### src/rtl/pwm_shadow_pkg.sv
package pwm_shadow_pkg;
  localparam int CMP_N  = 4;
  localparam int SEL_W  = 3;
  localparam logic [SEL_W-1:0] SEL_RA   = 3'd0;
  localparam logic [SEL_W-1:0] SEL_SA   = 3'd1;
  localparam logic [SEL_W-1:0] SEL_SB   = 3'd2;
  localparam logic [SEL_W-1:0] SEL_RB   = 3'd3;
  localparam logic [SEL_W-1:0] SEL_OCFG = 3'd4;

  typedef struct packed {
    logic       clk_fast;
    logic       pol_high;
    logic [1:0] mode;
    logic       fifty;
    logic       autolock;
    logic       lock;
  } cfg_t;

  localparam int CFG_W = $bits(cfg_t);
endpackage

### src/rtl/shadow_cfg_regs.sv
module shadow_cfg_regs
  import pwm_shadow_pkg::*;
(
  input  logic clk,
  input  logic rst,
  input  logic cfg_we,
  input  cfg_t cfg_wdata,
  output cfg_t cfg_q
);
  always_ff @(posedge clk) begin
    if (rst)         cfg_q <= '0;
    else if (cfg_we) cfg_q <= cfg_wdata;
  end

  p_cfg_load_r8: assert property (@(posedge clk) disable iff (rst)
    cfg_we |=> (cfg_q == $past(cfg_wdata)));
endmodule

### src/rtl/shadow_xfer_ctrl.sv
module shadow_xfer_ctrl
  import pwm_shadow_pkg::*;
(
  input  logic             clk,
  input  logic             rst,
  input  logic             wr_en,
  input  logic [SEL_W-1:0] wr_sel,
  input  logic             cycle_end,
  input  logic             lock,
  input  logic             autolock,
  output logic             xfer,
  output logic             rb_last
);
  logic wr_rb, wr_other_cmp;

  assign wr_rb        = wr_en && (wr_sel == SEL_RB);
  assign wr_other_cmp = wr_en && (wr_sel == SEL_RA || wr_sel == SEL_SA || wr_sel == SEL_SB);

  // autolock has priority over lock
  always_comb begin
    if (!cycle_end)    xfer = 1'b0;
    else if (autolock) xfer = rb_last;
    else               xfer = !lock;
  end

  // a write in the same clock as a transfer wins
  always_ff @(posedge clk) begin
    if (rst)               rb_last <= 1'b0;
    else if (wr_rb)        rb_last <= 1'b1;
    else if (wr_other_cmp) rb_last <= 1'b0;
    else if (xfer)         rb_last <= 1'b0;
  end

  p_rb_flag_set_r4: assert property (@(posedge clk) disable iff (rst)
    wr_rb |=> rb_last);
  p_rb_flag_cancel_r4: assert property (@(posedge clk) disable iff (rst)
    wr_other_cmp |=> !rb_last);
  p_xfer_clears_r11: assert property (@(posedge clk) disable iff (rst)
    (xfer && !wr_en) |=> !rb_last);
endmodule

### src/rtl/shadow_reg_bank.sv
module shadow_reg_bank
  import pwm_shadow_pkg::*;
#(
  parameter int W   = 12,
  parameter int OCW = 4
) (
  input  logic                      clk,
  input  logic                      rst,
  input  logic                      wr_en,
  input  logic [SEL_W-1:0]          wr_sel,
  input  logic [W-1:0]              wr_data,
  input  logic [1:0]                mode_stg,
  input  logic                      xfer,
  input  logic                      fifty,
  output logic [CMP_N-1:0][W-1:0]   act_cmp,
  output logic [OCW-1:0]            act_ocfg,
  output logic [1:0]                act_mode
);
  logic [CMP_N-1:0][W-1:0] stg_q;
  logic [OCW-1:0]          stg_ocfg;

  for (genvar i = 0; i < CMP_N; i++) begin : g_cmp
    localparam int SRC = (i == int'(SEL_RA)) ? int'(SEL_RB) :
                         (i == int'(SEL_SA)) ? int'(SEL_SB) : i;
    logic [W-1:0] src;
    assign src = fifty ? stg_q[SRC] : stg_q[i];

    always_ff @(posedge clk) begin
      if (rst) begin
        stg_q[i]   <= '0;
        act_cmp[i] <= '0;
      end else begin
        if (wr_en && wr_sel == SEL_W'(i)) stg_q[i] <= wr_data;
        if (xfer) act_cmp[i] <= src;
      end
    end
  end

  always_ff @(posedge clk) begin
    if (rst) begin
      stg_ocfg <= '0;
      act_ocfg <= '0;
      act_mode <= '0;
    end else begin
      if (wr_en && wr_sel == SEL_OCFG) stg_ocfg <= wr_data[OCW-1:0];
      if (xfer) begin
        act_ocfg <= stg_ocfg;
        act_mode <= mode_stg;
      end
    end
  end

  p_hold_r3: assert property (@(posedge clk) disable iff (rst)
    !xfer |=> ($stable(act_cmp) && $stable(act_ocfg) && $stable(act_mode)));
  p_copy_rb_r2: assert property (@(posedge clk) disable iff (rst)
    xfer |=> (act_cmp[SEL_RB] == $past(stg_q[SEL_RB])));
  p_fifty_mirror_r6: assert property (@(posedge clk) disable iff (rst)
    (xfer && fifty) |=> (act_cmp[SEL_RA] == act_cmp[SEL_RB] &&
                         act_cmp[SEL_SA] == act_cmp[SEL_SB]));
endmodule

### src/rtl/pwm_shadow_ctrl.sv
module pwm_shadow_ctrl
  import pwm_shadow_pkg::*;
#(
  parameter int W   = 12,
  parameter int OCW = 4
) (
  input  logic             clk,
  input  logic             rst,
  input  logic             wr_en,
  input  logic [SEL_W-1:0] wr_sel,
  input  logic [W-1:0]     wr_data,
  input  logic             cfg_we,
  input  logic [CFG_W-1:0] cfg_wdata,
  input  logic             cycle_end,
  output logic [W-1:0]     act_ra,
  output logic [W-1:0]     act_sa,
  output logic [W-1:0]     act_sb,
  output logic [W-1:0]     act_rb,
  output logic [OCW-1:0]   act_ocfg,
  output logic [1:0]       act_mode,
  output logic             pol_high,
  output logic             clk_fast
);
  cfg_t                    cfg_q;
  logic                    xfer, rb_last;
  logic [CMP_N-1:0][W-1:0] act_cmp;

  shadow_cfg_regs u_cfg (
    .clk       (clk),
    .rst       (rst),
    .cfg_we    (cfg_we),
    .cfg_wdata (cfg_t'(cfg_wdata)),
    .cfg_q     (cfg_q)
  );

  shadow_xfer_ctrl u_ctrl (
    .clk       (clk),
    .rst       (rst),
    .wr_en     (wr_en),
    .wr_sel    (wr_sel),
    .cycle_end (cycle_end),
    .lock      (cfg_q.lock),
    .autolock  (cfg_q.autolock),
    .xfer      (xfer),
    .rb_last   (rb_last)
  );

  shadow_reg_bank #(.W(W), .OCW(OCW)) u_bank (
    .clk      (clk),
    .rst      (rst),
    .wr_en    (wr_en),
    .wr_sel   (wr_sel),
    .wr_data  (wr_data),
    .mode_stg (cfg_q.mode),
    .xfer     (xfer),
    .fifty    (cfg_q.fifty),
    .act_cmp  (act_cmp),
    .act_ocfg (act_ocfg),
    .act_mode (act_mode)
  );

  assign act_ra   = act_cmp[SEL_RA];
  assign act_sa   = act_cmp[SEL_SA];
  assign act_sb   = act_cmp[SEL_SB];
  assign act_rb   = act_cmp[SEL_RB];
  assign pol_high = cfg_q.pol_high;
  assign clk_fast = cfg_q.clk_fast;

  p_strobe_only_r2: assert property (@(posedge clk) disable iff (rst)
    !cycle_end |=> $stable(act_rb));
  p_lock_blocks_r3: assert property (@(posedge clk) disable iff (rst)
    (cfg_q.lock && !cfg_q.autolock) |=> $stable(act_cmp));
  p_autolock_gate_r4: assert property (@(posedge clk) disable iff (rst)
    (cfg_q.autolock && !rb_last) |=> ($stable(act_cmp) && $stable(act_mode)));
endmodule

### config.mk
export PLATFORM = sky130hd
export DESIGN_NAME = pwm_shadow_ctrl
export DESIGN_NICKNAME = d
export VERILOG_FILES = /design/src/rtl/pwm_shadow_pkg.sv /design/src/rtl/shadow_cfg_regs.sv /design/src/rtl/shadow_xfer_ctrl.sv /design/src/rtl/shadow_reg_bank.sv /design/src/rtl/pwm_shadow_ctrl.sv
export SDC_FILE = /design/constraint.sdc
export NUM_CORES = 1
export LEC_CHECK = 0
export ABC_AREA = 1
export ABC_CLOCK_PERIOD_IN_PS = 1360
export BUFFER_PORTS_ARGS = -buffer_cell sky130_fd_sc_hd__buf_4
export CORE_UTILIZATION = 38
export CTS_CLUSTER_SIZE = 30
export DETAILED_ROUTE_END_ITERATION = 12
export PLACE_DENSITY = 0.63
export SLEW_MARGIN = 20
export SYNTH_ARGS = -nofsm -noshare
export SYNTH_HDL_FRONTEND = slang
export SYNTH_SLANG_ARGS = --single-unit
### constraint.sdc
create_clock -name clk -period 1.36 [get_ports clk]
set_input_delay 0.272 -clock clk [delete_from_list [all_inputs] [get_ports clk]]
set_output_delay 0.272 -clock clk [all_outputs]
set_load 0.02 [all_outputs]
=== Yosys cells after proc, flatten, opt, wreduce, memory -nomap -nowiden ===
Index checks and enable logic that the tools add are counted.

* Reduce and logical (&&, ||, !) cells: 11
* Multiplexer cells: 7
* Equal/unequal tests: 4

{| class="wikitable"
|+ Operator list
! operator !! number
|-
| two-way mux 12 bit || 2
|-
| equality test 3 x 2 -> 1 bit, second input constant || 2
|-
| logical AND 1 bit || 6
|-
| two-way mux 1 bit || 5
|-
| equality test 3 x 1 -> 1 bit, second input constant || 1
|-
| equality test 3 bit, second input constant || 1
|-
| logical NOT 3 bit || 1
|-
| nonzero test 3 bit || 1
|-
| logical OR 1 bit || 2
|-
| logical NOT 1 bit || 1
|}

* Output and inout port bits: 56
* Flip-flop bits (word level): 114
* Input bits: 27

=== Longest topological paths before layout ===
Gate-level depths: netlist of run 1.

* Word-level depth: 6
* Mapped depth: 8
* Mapped depth without buffers: 6

=== Cells and area by module ===
From an unflattened synthesis of run 1, not the netlist that was laid out.

* Cell total of the unflattened synthesis: 705
* Area total of the unflattened synthesis: 4790.8 sq um

{| class="wikitable"
|+ By module, submodules not included
! module !! area each (sq um) !! instances !! sequential area each (sq um) !! cells an instance
|-
| shadow_reg_bank || 4424.2 || 1 || 2122.0 || 649
|-
| shadow_cfg_regs || 286.5 || 1 || 140.1 || 44
|-
| shadow_xfer_ctrl || 80.1 || 1 || 20.0 || 12
|}

=== Worst setup path before layout of run 1 ===
OpenSTA, ideal clock, no wires.

* Path kind: register to register
* Start point: register, netlist name u_cfg.cfg_q[1]
* End point: register u_bank.act_cmp[37] in the netlist's numbering
* Library setup time: 0.113 ns
* Data required time: 1.247 ns
* Stages on the path, launching flop included: 9
* Slack: 0.273 ns
* Buffers on the path: 3
* Arrival: 0.975 ns
* Path through: dfxtp_1 > inv_1 > nand2_1 > nand3_1 > buf_4 > buf_6 > buf_6 > nor2_1 > nor2_1

* Cells in the longest elaborated chain, start to end: 2

{| class="wikitable"
|+ RTL lines
! what !! RTL line !! text
|-
| two-way mux 1 bit || shadow_xfer_ctrl.sv:22 || <nowiki>else if (autolock) xfer = rb_last;</nowiki>
|-
| two-way mux 1 bit || shadow_xfer_ctrl.sv:21 || <nowiki>if (!cycle_end) xfer = 1'b0;</nowiki>
|-
| to (signal, indexed assignment) || shadow_reg_bank.sv:34 || <nowiki>if (xfer) act_cmp[i] <= src;</nowiki>
|-
| to (decl) || shadow_reg_bank.sv:15 || <nowiki>output logic [CMP_N-1:0][W-1:0] act_cmp,</nowiki>
|}

Every way passes these cells.
A chain may end at the register's enable or synchronous reset.

=== Worst setup path in the final report of run 1 ===
* Start point: register u_bank.act_cmp[46] in the netlist's numbering
* End point: output act_rb[10]

{| class="wikitable"
|+ RTL lines
! what !! RTL line !! text
|-
| to (decl) || pwm_shadow_ctrl.sv:18 || <nowiki>output logic [W-1:0] act_rb,</nowiki>
|}

No word-level cell between the ends.

==> results of run 1 <==
## metrics by stage
step	setup slack, ns	hold slack [ns]	instance area (µm²)	total power, mW	util
6_report	0.163	0.0315	6330	9.30	0.500
5_1_grt	0.0707	0.0172	6330	9.74	0.500
4_1_cts	0.131	0.0137	6330	9.40	0.500
3_5_place_dp	0.0997	0.450	5740	5.00	0.453
3_3_place_gp	0.121	0.452	5740	4.99	0.453
2_1_floorplan	0.273	0.341	4950	4.53	-
## power by group
part | internal (mW) | switching, mW | total [mW]
Clock | 2.93 | 1.45 | 4.38
Sequential | 3.55 | 0.114 | 3.67
Combinational | 0.492 | 0.759 | 1.25
Total | 6.98 | 2.32 | 9.30
## registers in the layout (all words and copies together) (netlist names)
name / count
u_bank.act_cmp: 48
u_bank.act_mode: 2
u_bank.act_ocfg: 4
u_bank.g_cmp.src: 24
u_bank.stg_ocfg: 4
u_bank.stg_q: 24
u_cfg.cfg_q: 7
u_ctrl.rb_last: 1
## worst max path at each step
stage	start	end	slack, ns	cells after the start
3_5_place_dp	wr_sel[1]	u_bank.g_cmp[2].src[6]$_SDFFE_PP0P_	0.1	5
2_1_floorplan	u_cfg.cfg_q[1]$_SDFFE_PP0P_	u_bank.act_cmp[37]$_SDFFE_PP0P_	0.27	8
3_3_place_gp	wr_sel[1]	u_bank.g_cmp[2].src[0]$_SDFFE_PP0P_	0.12	5
6_report	u_bank.act_cmp[46]$_SDFFE_PP0P_	act_rb[10]	0.16	1
5_1_grt	u_cfg.cfg_q[1]$_SDFFE_PP0P_	u_bank.act_cmp[29]$_SDFFE_PP0P_	0.07	6
4_1_cts	u_bank.act_cmp[46]$_SDFFE_PP0P_	act_rb[10]	0.13	1
## worst reg2reg max path, cell delays in order (launching register included)
cell	delay [ns]
dfxtp_1	0.32
inv_1	0.05
nand2_1	0.09
nand3_4	0.16
buf_12	0.22
nor2_1	0.15
nor2_1	0.06
## routing by layer
layer | wire length [µm] | GRT usage | vias to the layer above
met5 | 0 | 0 | -
met4 | 131 | 0.0692 | 0
met3 | 623 | 0.0649 | 13
met2 | 4960 | 0.273 | 85
met1 | 5550 | 0.245 | 1868
li1 | - | - | 2393
## cell usage in the layout, fill, tap and decap left out, drive strengths merged
master  synthesis  routed
dfxtp         114     114
nand4          24      24
nor2          227     227
o21ai          47      47
clkbuf         11      28
a21oi           2       2
inv           112     112
bufinv          0       1
nor3            2       2
buf            32      95
clkinv          0       2
nand2         185     185
nand3           3       3
## area by class of cell
| type | instances | area, µm² |
|---|---|---|
| fill | 1315 | 6340 |
| multi-input combinational | 490 | 2030 |
| timing repair buffer | 95 | 788 |
| tap | 172 | 215 |
| sequential | 114 | 2280 |
| clock buffer | 28 | 557 |
| clock inverter | 3 | 40.0 |
| inverter | 112 | 420 |
## kinds of logic after synthesis
logic type,count (synthesis),share of synthesized area
simple gates,441,0.358
buf+inv,155,0.131
flops,114,0.461
compound gates,49,0.0496
==> results by group, run 1 <==
Die
  • Die Width: roughly 120 µm
  • I/O pins: 83
  • Die footprint: 13,500 µm²
  • Die Ht: 116 µm
  • Core region area: roughly 13,000 µm²
  • Cell Rows: between 40 and 50
  • Initial Util: 0.390

Finish
  • Final non-filler cell total: 1,014
  • Nets: 857
  • ANT cells: 0
  • Area Overhead vs Synth: 28.0%
  • Fraction of layout cells with a size suffix above 1: 0.162

Clock network
  • Setup bufs post-CTS: 0
  • H-tree depth: 4
  • CTS buffer count: 17
  • CTS tree: done
  • Clock sink count: approximately 110
  • Resize count post-CTS: 0
  • CTS max path bufs: 2
  • Hold buffers post-CTS: 0
  • Clk root buf: clkbuf_16
  • Reg clk slew, reported paths: 0.05 ns
  • Skew-Pair Late Insertion Delay: 0.41 ns

Min path
  • Hold Crit Start: rst
  • Hold path endpoint: u_ctrl.rb_last$_SDFFE_PP0P_
  • Worst hold stages: 2
  • HP Class: in -> reg

Worst setup path
  • Slowest CP cell: dfxtp_1
  • Crit start category: flop
  • WP data required: 1.09 ns
  • Reg-to-reg slack, setup: 0.20 ns
  • Critical register-to-register path startpoint: u_cfg.cfg_q[1]$_SDFFE_PP0P_
  • Crit-path leading delay family: flip-flops
  • CP Capture Type: primary output
  • Worst Setup Path Type: reg -> out
  • Crit-path cells: buf_4
  • Worst r2r dst: u_bank.act_cmp[3]$_SDFFE_PP0P_
  • Worst path max stage delay: 0.36 ns
  • CP Buf/Inv Count: 1
  • Cell depth of the worst flop-to-flop path: 6
  • CP max FO: 2
  • Worst endpoint data arrival time: a little over 0.9 ns

Yosys
  • Primary FF master, synth: dfxtp_1
  • Mapped Nets: 786
  • Asr flop ratio synth: 0
  • YS warnings: 0
  • Mean post-synth cell area: between 6 and 7 µm²
  • Flop and latch count out of synthesis: 114
  • Cell Area, Synth: between 4000 and 5000 µm²
  • Synth top cells by count: 225 x nor2_1, 184 x nand2_1, 114 x dfxtp_1, 108 x inv_1, 38 x o21ai_0
  • Top cell type by total area after synthesis: dfxtp_1
  • Count leader, synth: nor2_1
  • Number of synthesized flops with an enable pin: 0
  • Cell variety after synth: 21
  • Post-synth top area share: 0.461
  • Post-Synthesis Cells: around 760
  • Synth area leaders: dfxtp_1 46%, nor2_1 17%, nand2_1 14%, inv_1 8.2%, o21ai_0 3.8%
  • Sequential area share after synthesis: 0.461

Place
  • Final GP Congestion: 0.777
  • Inst Count DP: about 980
  • Post-DP HPWL: 7490 µm
  • Port bufs: 82

STA
  • Slew headroom: 0.692
  • Worst slew pin tran: 0.460 ns
  • Hold Vio Cnt, Final: 0
  • Fin crit share: 0.880
  • Fmax: 835 MHz
  • Slew Viols, Final: 0
  • Sum Neg Setup Slack: 0 ns
  • Setup violators final: 0
  • Min Tclk post-route: 1.20 ns
  • RSZ-0062 raised after global routing: false
  • Skew final: 0.00506 ns

Drt
  • Initial DRC Count: 308
  • DRC Markers: 0
  • DR vias/cell: 4.30
  • Drt pass-1 iters: 5
  • WL/cell: 11.1 µm
  • Final WL: 11,300 µm
  • Post-DRT Antenna Nets: 0
  • Vias post-DR: 4,359

Run
  • Max-cap violations: 0

Global routing
  • First-pass GRT wire length: 19,000 µm
  • Largest net degree at the start of global routing: 66
  • Initial antenna violation count: 0
  • Tot GR Track Use: 0.184
  • Overflow after GRT: 0
  • Vias in the first global route: 3,913

Status
  • Status: completed

Pwr
  • Pwr dens: 1470 nW/µm²
  • VDD IR max: 0.000760 V
  • Leak: 3.15 nW
Power figures use the tool's default switching activity.
==> inputs of run 2 (changes only) <==
--- a/config.mk
+++ b/config.mk
@@ -11,6 +11,7 @@
 export CORE_UTILIZATION = 38
 export CTS_CLUSTER_SIZE = 30
 export DETAILED_ROUTE_END_ITERATION = 12
+export HOLD_SLACK_MARGIN = 0.06
 export PLACE_DENSITY = 0.63
 export SLEW_MARGIN = 20
 export SYNTH_ARGS = -nofsm -noshare
==> results by group, run 2 (synthesis gave the netlist of run 1 again) <==
STA
  • Skew final: 0.00575 ns (was 0.00506 ns)
  • Min Tclk post-route: 1.23 ns (was 1.20 ns)
  • Sum Neg Setup Slack: 0 ns (unchanged)
  • Worst slew pin tran: 0.462 ns (was 0.460 ns)
  • Fmax: 815 MHz (was 835 MHz)
  • Hold Vio Cnt, Final: 0 (unchanged)
  • Slew Viols, Final: 0 (unchanged)
  • RSZ-0062 raised after global routing: false (unchanged)
  • Setup violators final: 0 (unchanged)
  • Fin crit share: 0.903 (was 0.880)
  • Slew headroom: 0.691 (was 0.692)

Finish
  • Nets: 858 (was 857)
  • Commonest non-fill, non-tap cell in the layout: nor2_1 (unchanged)
  • Multi-input gate area: 2030 µm² (unchanged)
  • Area Overhead vs Synth: 28.2% (was 28.0%)
  • Largest Register: u_bank.act_cmp (unchanged)
  • Fraction of layout cells with a size suffix above 1: 0.161 (was 0.162)
  • Final non-filler cell total: 1,015 (was 1,014)
  • Register Area: 2280 µm² (unchanged)
  • # fillers: 1,314 (was 1,315)
  • Number of flip-flops in the largest register: 48 (unchanged)
  • ANT cells: 0 (unchanged)
  • Commonest non-fill, non-tap cells in the layout: 225 x nor2_1, 184 x nand2_1, 114 x dfxtp_1, 107 x inv_1, 89 x buf_4 (unchanged)

Global routing
  • Overflow after GRT: 0 (unchanged)
  • Initial antenna violation count: 0 (unchanged)
  • Vias in the first global route: 3,918 (was 3,913)
  • Largest net degree at the start of global routing: 66 (unchanged)
  • Tot GR Track Use: 0.184 (about the same)
  • First-pass GRT wire length: 19,000 µm (about the same)

Clock network
  • Resize count post-CTS: 0 (unchanged)
  • Setup bufs post-CTS: 0 (unchanged)
  • H-tree depth: 4 (unchanged)
  • CTS max path bufs: 2 (unchanged)
  • Clk root buf: clkbuf_16 (unchanged)
  • CTS tree: done (unchanged)
  • Reg clk slew, reported paths: 0.05 ns (about the same)
  • Clock sink count: 114 (unchanged)
  • Skew-Pair Late Insertion Delay: 0.41 ns (about the same)
  • CTS buffer count: 17 (unchanged)

Worst setup path
  • Crit-path cells: dlygate4sd3_1 > buf_4 > inv_2 > buf_12 > o21ai_0 > nor2_1 (was buf_4)
  • CP max FO: 65 (was 2)
  • Worst endpoint data arrival time: 1.58 ns (was 0.93 ns)
  • Worst Setup Path Type: in -> reg (was reg -> out)
  • CP Capture Type: flop (was primary output)
  • Crit start category: input port (was flop)
  • WP data required: 1.71 ns (was 1.09 ns)
  • Worst path max stage delay: 0.55 ns (was 0.36 ns)
  • Slowest CP cell: dlygate4sd3_1 (was dfxtp_1)

Drt
  • Vias post-DR: 4,368 (was 4,359)
  • Drt pass-1 iters: 4 (was 5)
  • WL/cell: 11.2 µm (was 11.1 µm)
  • Final WL: 11,300 µm (about the same)
  • Post-DRT Antenna Nets: 0 (unchanged)
  • DRC Markers: 0 (unchanged)
  • Initial DRC Count: 289 (was 308)
  • DR vias/cell: 4.30 (about the same)

Pwr
  • Flop pwr share: 0.394 (about the same)
  • Psw: 2.34 mW (was 2.32 mW)
  • Leak: 3.15 nW (about the same)
  • Combinational power share: 0.135 (about the same)
  • Clock power frac: 0.471 (about the same)
  • Switching share of total power: 0.251 (was 0.249)
  • Cell-internal power: 6.98 mW (about the same)
  • Pwr dens: 1470 nW/µm² (about the same)
  • VDD IR max: 0.000764 V (was 0.000760 V)

Die
  • Die Ht: 116 µm (unchanged)
  • Initial Util: 0.390 (unchanged)
  • Die Width: 116 µm (unchanged)
  • I/O pins: 83 (unchanged)
  • Die footprint: 13,500 µm² (unchanged)
  • Core region area: 12,700 µm² (unchanged)
  • Cell Rows: 41 (unchanged)

Place
  • Port bufs: 82 (unchanged)
  • Final GP Congestion: 0.777 (unchanged)
  • Post-DP HPWL: 7490 µm (unchanged)
  • Inst Count DP: 983 (unchanged)

Min path
  • HP Class: in -> reg (unchanged)

Run
  • Max-cap violations: 0 (unchanged)

Status
  • Status: completed (unchanged)
==> run 2: area by class of cell <==
type | count | area share
clock buffer | 28 | 0.0878
clock inverter | 3 | 0.00631
inverter | 112 | 0.0663
multi-input combinational | 490 | 0.320
sequential | 114 | 0.360
tap | 172 | 0.0339
timing repair buffer | 96 | 0.126
==> run 2: final timing paths <==
kind,start,endpoint,slack [ns],depth (start not counted)
min,cfg_wdata[3],u_cfg.cfg_q[3]$_SDFFE_PP0P_,0.08,3
max,rst,u_bank.stg_q[0]$_SDFFE_PP0P_,0.13,6
max reg2reg,u_cfg.cfg_q[1]$_SDFFE_PP0P_,u_bank.act_cmp[3]$_SDFFE_PP0P_,0.19,6
min reg2reg,u_cfg.cfg_q[1]$_SDFFE_PP0P_,u_cfg.cfg_q[1]$_SDFFE_PP0P_,0.48,2
==> run 2: per-stage QoR <==
stage	utilization	cell area, µm²	total power [mW]	hold slack [ns]	setup slack [ns]
2_1_floorplan	-	4950	4.53	0.341	0.273
3_3_place_gp	0.453	5740	4.99	0.452	0.121
3_5_place_dp	0.453	5740	5.00	0.450	0.0997
4_1_cts	0.501	6340	9.40	0.0676	0.131
5_1_grt	0.501	6340	9.74	0.0772	0.0411
6_report	0.501	6340	9.32	0.0795	0.132
==> run 2: routing by layer <==
layer / vias to the layer above / GRT usage / wire, µm
met5: - / 0 / 0
met4: 0 / 0.0692 / 142
met3: 14 / 0.0638 / 623
met2: 91 / 0.273 / 4880
met1: 1867 / 0.245 / 5680
li1: 2396 / - / -
==> run 2: power by group through the flow <==
stage,Sequential [mW],Clock (mW),Combinational [mW]
6_report,3.67,4.39,1.26
5_1_grt,3.69,4.63,1.42
3_5_place_dp,3.74,0,1.26
4_1_cts,3.67,4.46,1.27
2_1_floorplan,3.89,0,0.642
3_3_place_gp,3.73,0,1.26
==> run 2: critical path, delay by kind of cell <==
family,cells,cell delay [ns]
buf+inv,4,1.05
simple gates,1,0.09
compound gates,1,0.13
==> run 2: repair_timing <==
item | in CTS | in global routing
endpoints found under the hold margin | 1 | 0
hold buffers | 1 | 0
setup endpoints to repair | 0 | 0
==> inputs of run 3 (changes only) <==
--- a/config.mk
+++ b/config.mk
@@ -6,13 +6,13 @@
 export NUM_CORES = 1
 export LEC_CHECK = 0
 export ABC_AREA = 1
-export ABC_CLOCK_PERIOD_IN_PS = 1360
+export ABC_CLOCK_PERIOD_IN_PS = 1100
 export BUFFER_PORTS_ARGS = -buffer_cell sky130_fd_sc_hd__buf_4
 export CORE_UTILIZATION = 38
 export CTS_CLUSTER_SIZE = 30
 export DETAILED_ROUTE_END_ITERATION = 12
 export HOLD_SLACK_MARGIN = 0.06
-export PLACE_DENSITY = 0.63
+export PLACE_DENSITY = 0.65
 export SLEW_MARGIN = 20
 export SYNTH_ARGS = -nofsm -noshare
 export SYNTH_HDL_FRONTEND = slang
==> constraint.sdc (replaced) <==
create_clock -name clk -period 1.1 [get_ports clk]
set_input_delay 0.22 -clock clk [delete_from_list [all_inputs] [get_ports clk]]
set_output_delay 0.22 -clock clk [all_outputs]
set_load 0.02 [all_outputs]
==> results by group, run 3 (synthesis gave the netlist of run 1 again) <==
Status
  • Status: complete, but fails checks (was completed)
  • Failing checks: negative setup slack

Die
  • I/O pins: 83 (unchanged)
  • Die Width: 116 µm (unchanged)
  • Die Ht: 116 µm (unchanged)
  • Initial Util: 0.390 (unchanged)
  • Core region area: 12,700 µm² (unchanged)
  • Die footprint: 13,500 µm² (unchanged)
  • Cell Rows: 41 (unchanged)

STA
  • Hold Vio Cnt, Final: 0 (unchanged)
  • Hold WS: 0.0727 ns (was 0.0795 ns)
  • Fmax: 850 MHz
  • Min Tclk post-route: ~1.2 ns
  • RSZ-0062 raised after global routing: true (was false)
  • Worst slew pin tran: 0.326 ns (was 0.462 ns)
  • Skew final: 0.0109 ns (was 0.00575 ns)
  • Sum Neg Setup Slack: -0.940 ns (was 0 ns)
  • Fin crit share: 1.07
  • Setup violators final: 22 (was 0)
  • Slew headroom: 0.783 (was 0.691)
  • Slew Viols, Final: 0 (unchanged)
  • Final worst slack: -0.0765 ns (was 0.132 ns)

Finish
  • Final non-filler cell total: 1,049 (was 1,015)
  • Commonest non-fill, non-tap cell in the layout: nor2_1 (unchanged)
  • Nets: 891 (was 858)
  • Design area: 7160 µm² (was 6340 µm²)
  • ANT cells: 0 (unchanged)
  • Largest Register: u_bank.act_cmp (unchanged)
  • Commonest non-fill, non-tap cells in the layout: 210 x nor2_1, 165 x nand2_1, 106 x inv_1, 58 x buf_6, 57 x dfxtp_2 (was 225 x nor2_1, 184 x nand2_1, 114 x dfxtp_1, 107 x inv_1, 89 x buf_4)
  • Area Overhead vs Synth: 44.8% (was 28.2%)
  • Final core utilization: 0.565 (was 0.501)
  • Fraction of layout cells with a size suffix above 1: 0.290 (was 0.161)
  • Number of flip-flops in the largest register: 48 (unchanged)

Worst setup path
  • Worst Setup Path Type: reg -> reg (was in -> reg)
  • Critical register-to-register path startpoint: u_cfg.cfg_q[1]$_SDFFE_PP0P_ (unchanged)
  • Worst endpoint data arrival time: 1.48 ns (was 1.58 ns)
  • Reg-to-reg slack, setup: -0.08 ns (was 0.19 ns)
  • WP data required: 1.40 ns (was 1.71 ns)
  • Crit start category: flop (was input port)
  • Worst r2r dst: u_bank.act_cmp[39]$_SDFFE_PP0P_ (was u_bank.act_cmp[3]$_SDFFE_PP0P_)
  • CP Capture Type: flop (unchanged)
  • Cell depth of the worst flop-to-flop path: 7 (was 6)
  • CP max FO: 9 (was 65)

Min path
  • Worst hold stages: 3 (unchanged)
  • HP Class: in -> reg (unchanged)
  • Hold path endpoint: u_bank.g_cmp[3].src[8]$_SDFFE_PP0P_ (was u_cfg.cfg_q[3]$_SDFFE_PP0P_)
  • Hold Crit Start: wr_data[8] (was cfg_wdata[3])

Pwr
  • Pwr Total: 12.2 mW (was 9.32 mW)
  • Leak: 3.43 nW (was 3.15 nW)
  • Pwr dens: 1700 nW/µm² (was 1470 nW/µm²)
  • VDD IR max: 0.000951 V (was 0.000764 V)

Clock network
  • CTS tree: done (unchanged)
  • CTS buffer count: 17 (unchanged)
  • Clock sink count: 114 (unchanged)
  • H-tree depth: 4 (unchanged)
  • Skew-Pair Late Insertion Delay: 0.42 ns (was 0.41 ns)
  • CTS max path bufs: 2 (unchanged)
  • Reg clk slew, reported paths: 0.05 ns (about the same)
  • Clk root buf: clkbuf_16 (unchanged)

Drt
  • DRT met1 WL: 5970 µm (was 5680 µm)
  • Uppermost layer routed: met4 (unchanged)
  • DRC Markers: 0 (unchanged)
  • Final WL: 12,700 µm (was 11,300 µm)
  • Vias post-DR: 4,621 (was 4,368)
  • Post-DRT Antenna Nets: 0 (unchanged)
  • Drt pass-1 iters: 4 (unchanged)
  • Initial DRC Count: 340 (was 289)
  • WL/cell: 12.1 µm (was 11.2 µm)
  • Metal3 WL: 415 µm (was 623 µm)
  • Met2 WL post-DR: 6060 µm (was 4880 µm)
  • DR vias/cell: 4.41 (was 4.30)

Global routing
  • Initial antenna violation count: 0 (unchanged)
  • Tot GR Track Use: 0.198 (was 0.184)
  • First-pass GRT wire length: 20,600 µm (was 19,000 µm)
  • Vias in the first global route: 4,342 (was 3,918)
  • Overflow after GRT: 0 (unchanged)
  • Largest net degree at the start of global routing: 39 (was 66)

Place
  • Inst Count DP: 994 (was 983)
  • Worst slack, placed: -0.0429 ns (was 0.0997 ns)
  • Port bufs: 82 (unchanged)
  • Final GP Congestion: 0.777 (about the same)
  • Post-DP HPWL: 7770 µm (was 7490 µm)
  • Placed inst area: 5860 µm² (was 5740 µm²)

Run
  • Max-cap violations: 0 (unchanged)
[run 3: worst max-delay path by stage]
stage                                   startpoint                             endpoint  slack, ns
floorplan              u_cfg.cfg_q[1]$_SDFFE_PP0P_      u_bank.act_cmp[37]$_SDFFE_PP0P_       0.01
global placement                         wr_sel[2]  u_bank.g_cmp[3].src[2]$_SDFFE_PP0P_      -0.02
detailed placement                       wr_sel[2]  u_bank.g_cmp[3].src[6]$_SDFFE_PP0P_      -0.04
CTS                 u_bank.act_cmp[6]$_SDFFE_PP0P_                            act_ra[6]      -0.03
global route           u_cfg.cfg_q[1]$_SDFFE_PP0P_      u_bank.act_cmp[13]$_SDFFE_PP0P_      -0.13
finish                 u_cfg.cfg_q[1]$_SDFFE_PP0P_      u_bank.act_cmp[39]$_SDFFE_PP0P_      -0.08
[run 3: metal layers]
metal,vias up,global-route usage
li1,2465,-
met1,2058,0.251
met2,81,0.322
met3,17,0.0483
met4,0,0.0872
met5,-,0
[run 3: what timing repair did]
| item | in CTS | in global routing |
|---|---|---|
| hold buffers | 12 | 0 |
| gates cloned | 1 | 5 |
| pin swaps | 0 | 1 |
| hold endpoints to repair | 12 | 0 |
| endpoints found under the setup margin | 74 | 102 |
| setup buffers | 0 | 5 |
| resized for setup | 119 | 44 |
[run 3: final cells by class]
type | count | area, µm²
clock inverters | 10 | 131
clock buffers | 22 | 474
fillers | 1206 | 5510
multi-input cells | 490 | 2150
well taps | 172 | 215
repair buffers | 129 | 1410
inverters | 112 | 420
flip-flops and latches | 114 | 2360
[run 3: worst max-delay path, cell delays in order (launching register included)]
cell	delay [ns]
dfxtp_2	0.34
inv_2	0.04
nand2_2	0.06
nand3_4	0.12
buf_12	0.17
clkbuf_16	0.17
nor2_2	0.10
nor2_1	0.05
[run 3: power breakdown]
group          internal, mW  switching (mW)  total (mW)
clock                  3.72            1.89        5.61
sequential             4.43           0.185        4.61
combinational         0.901            1.05        1.95
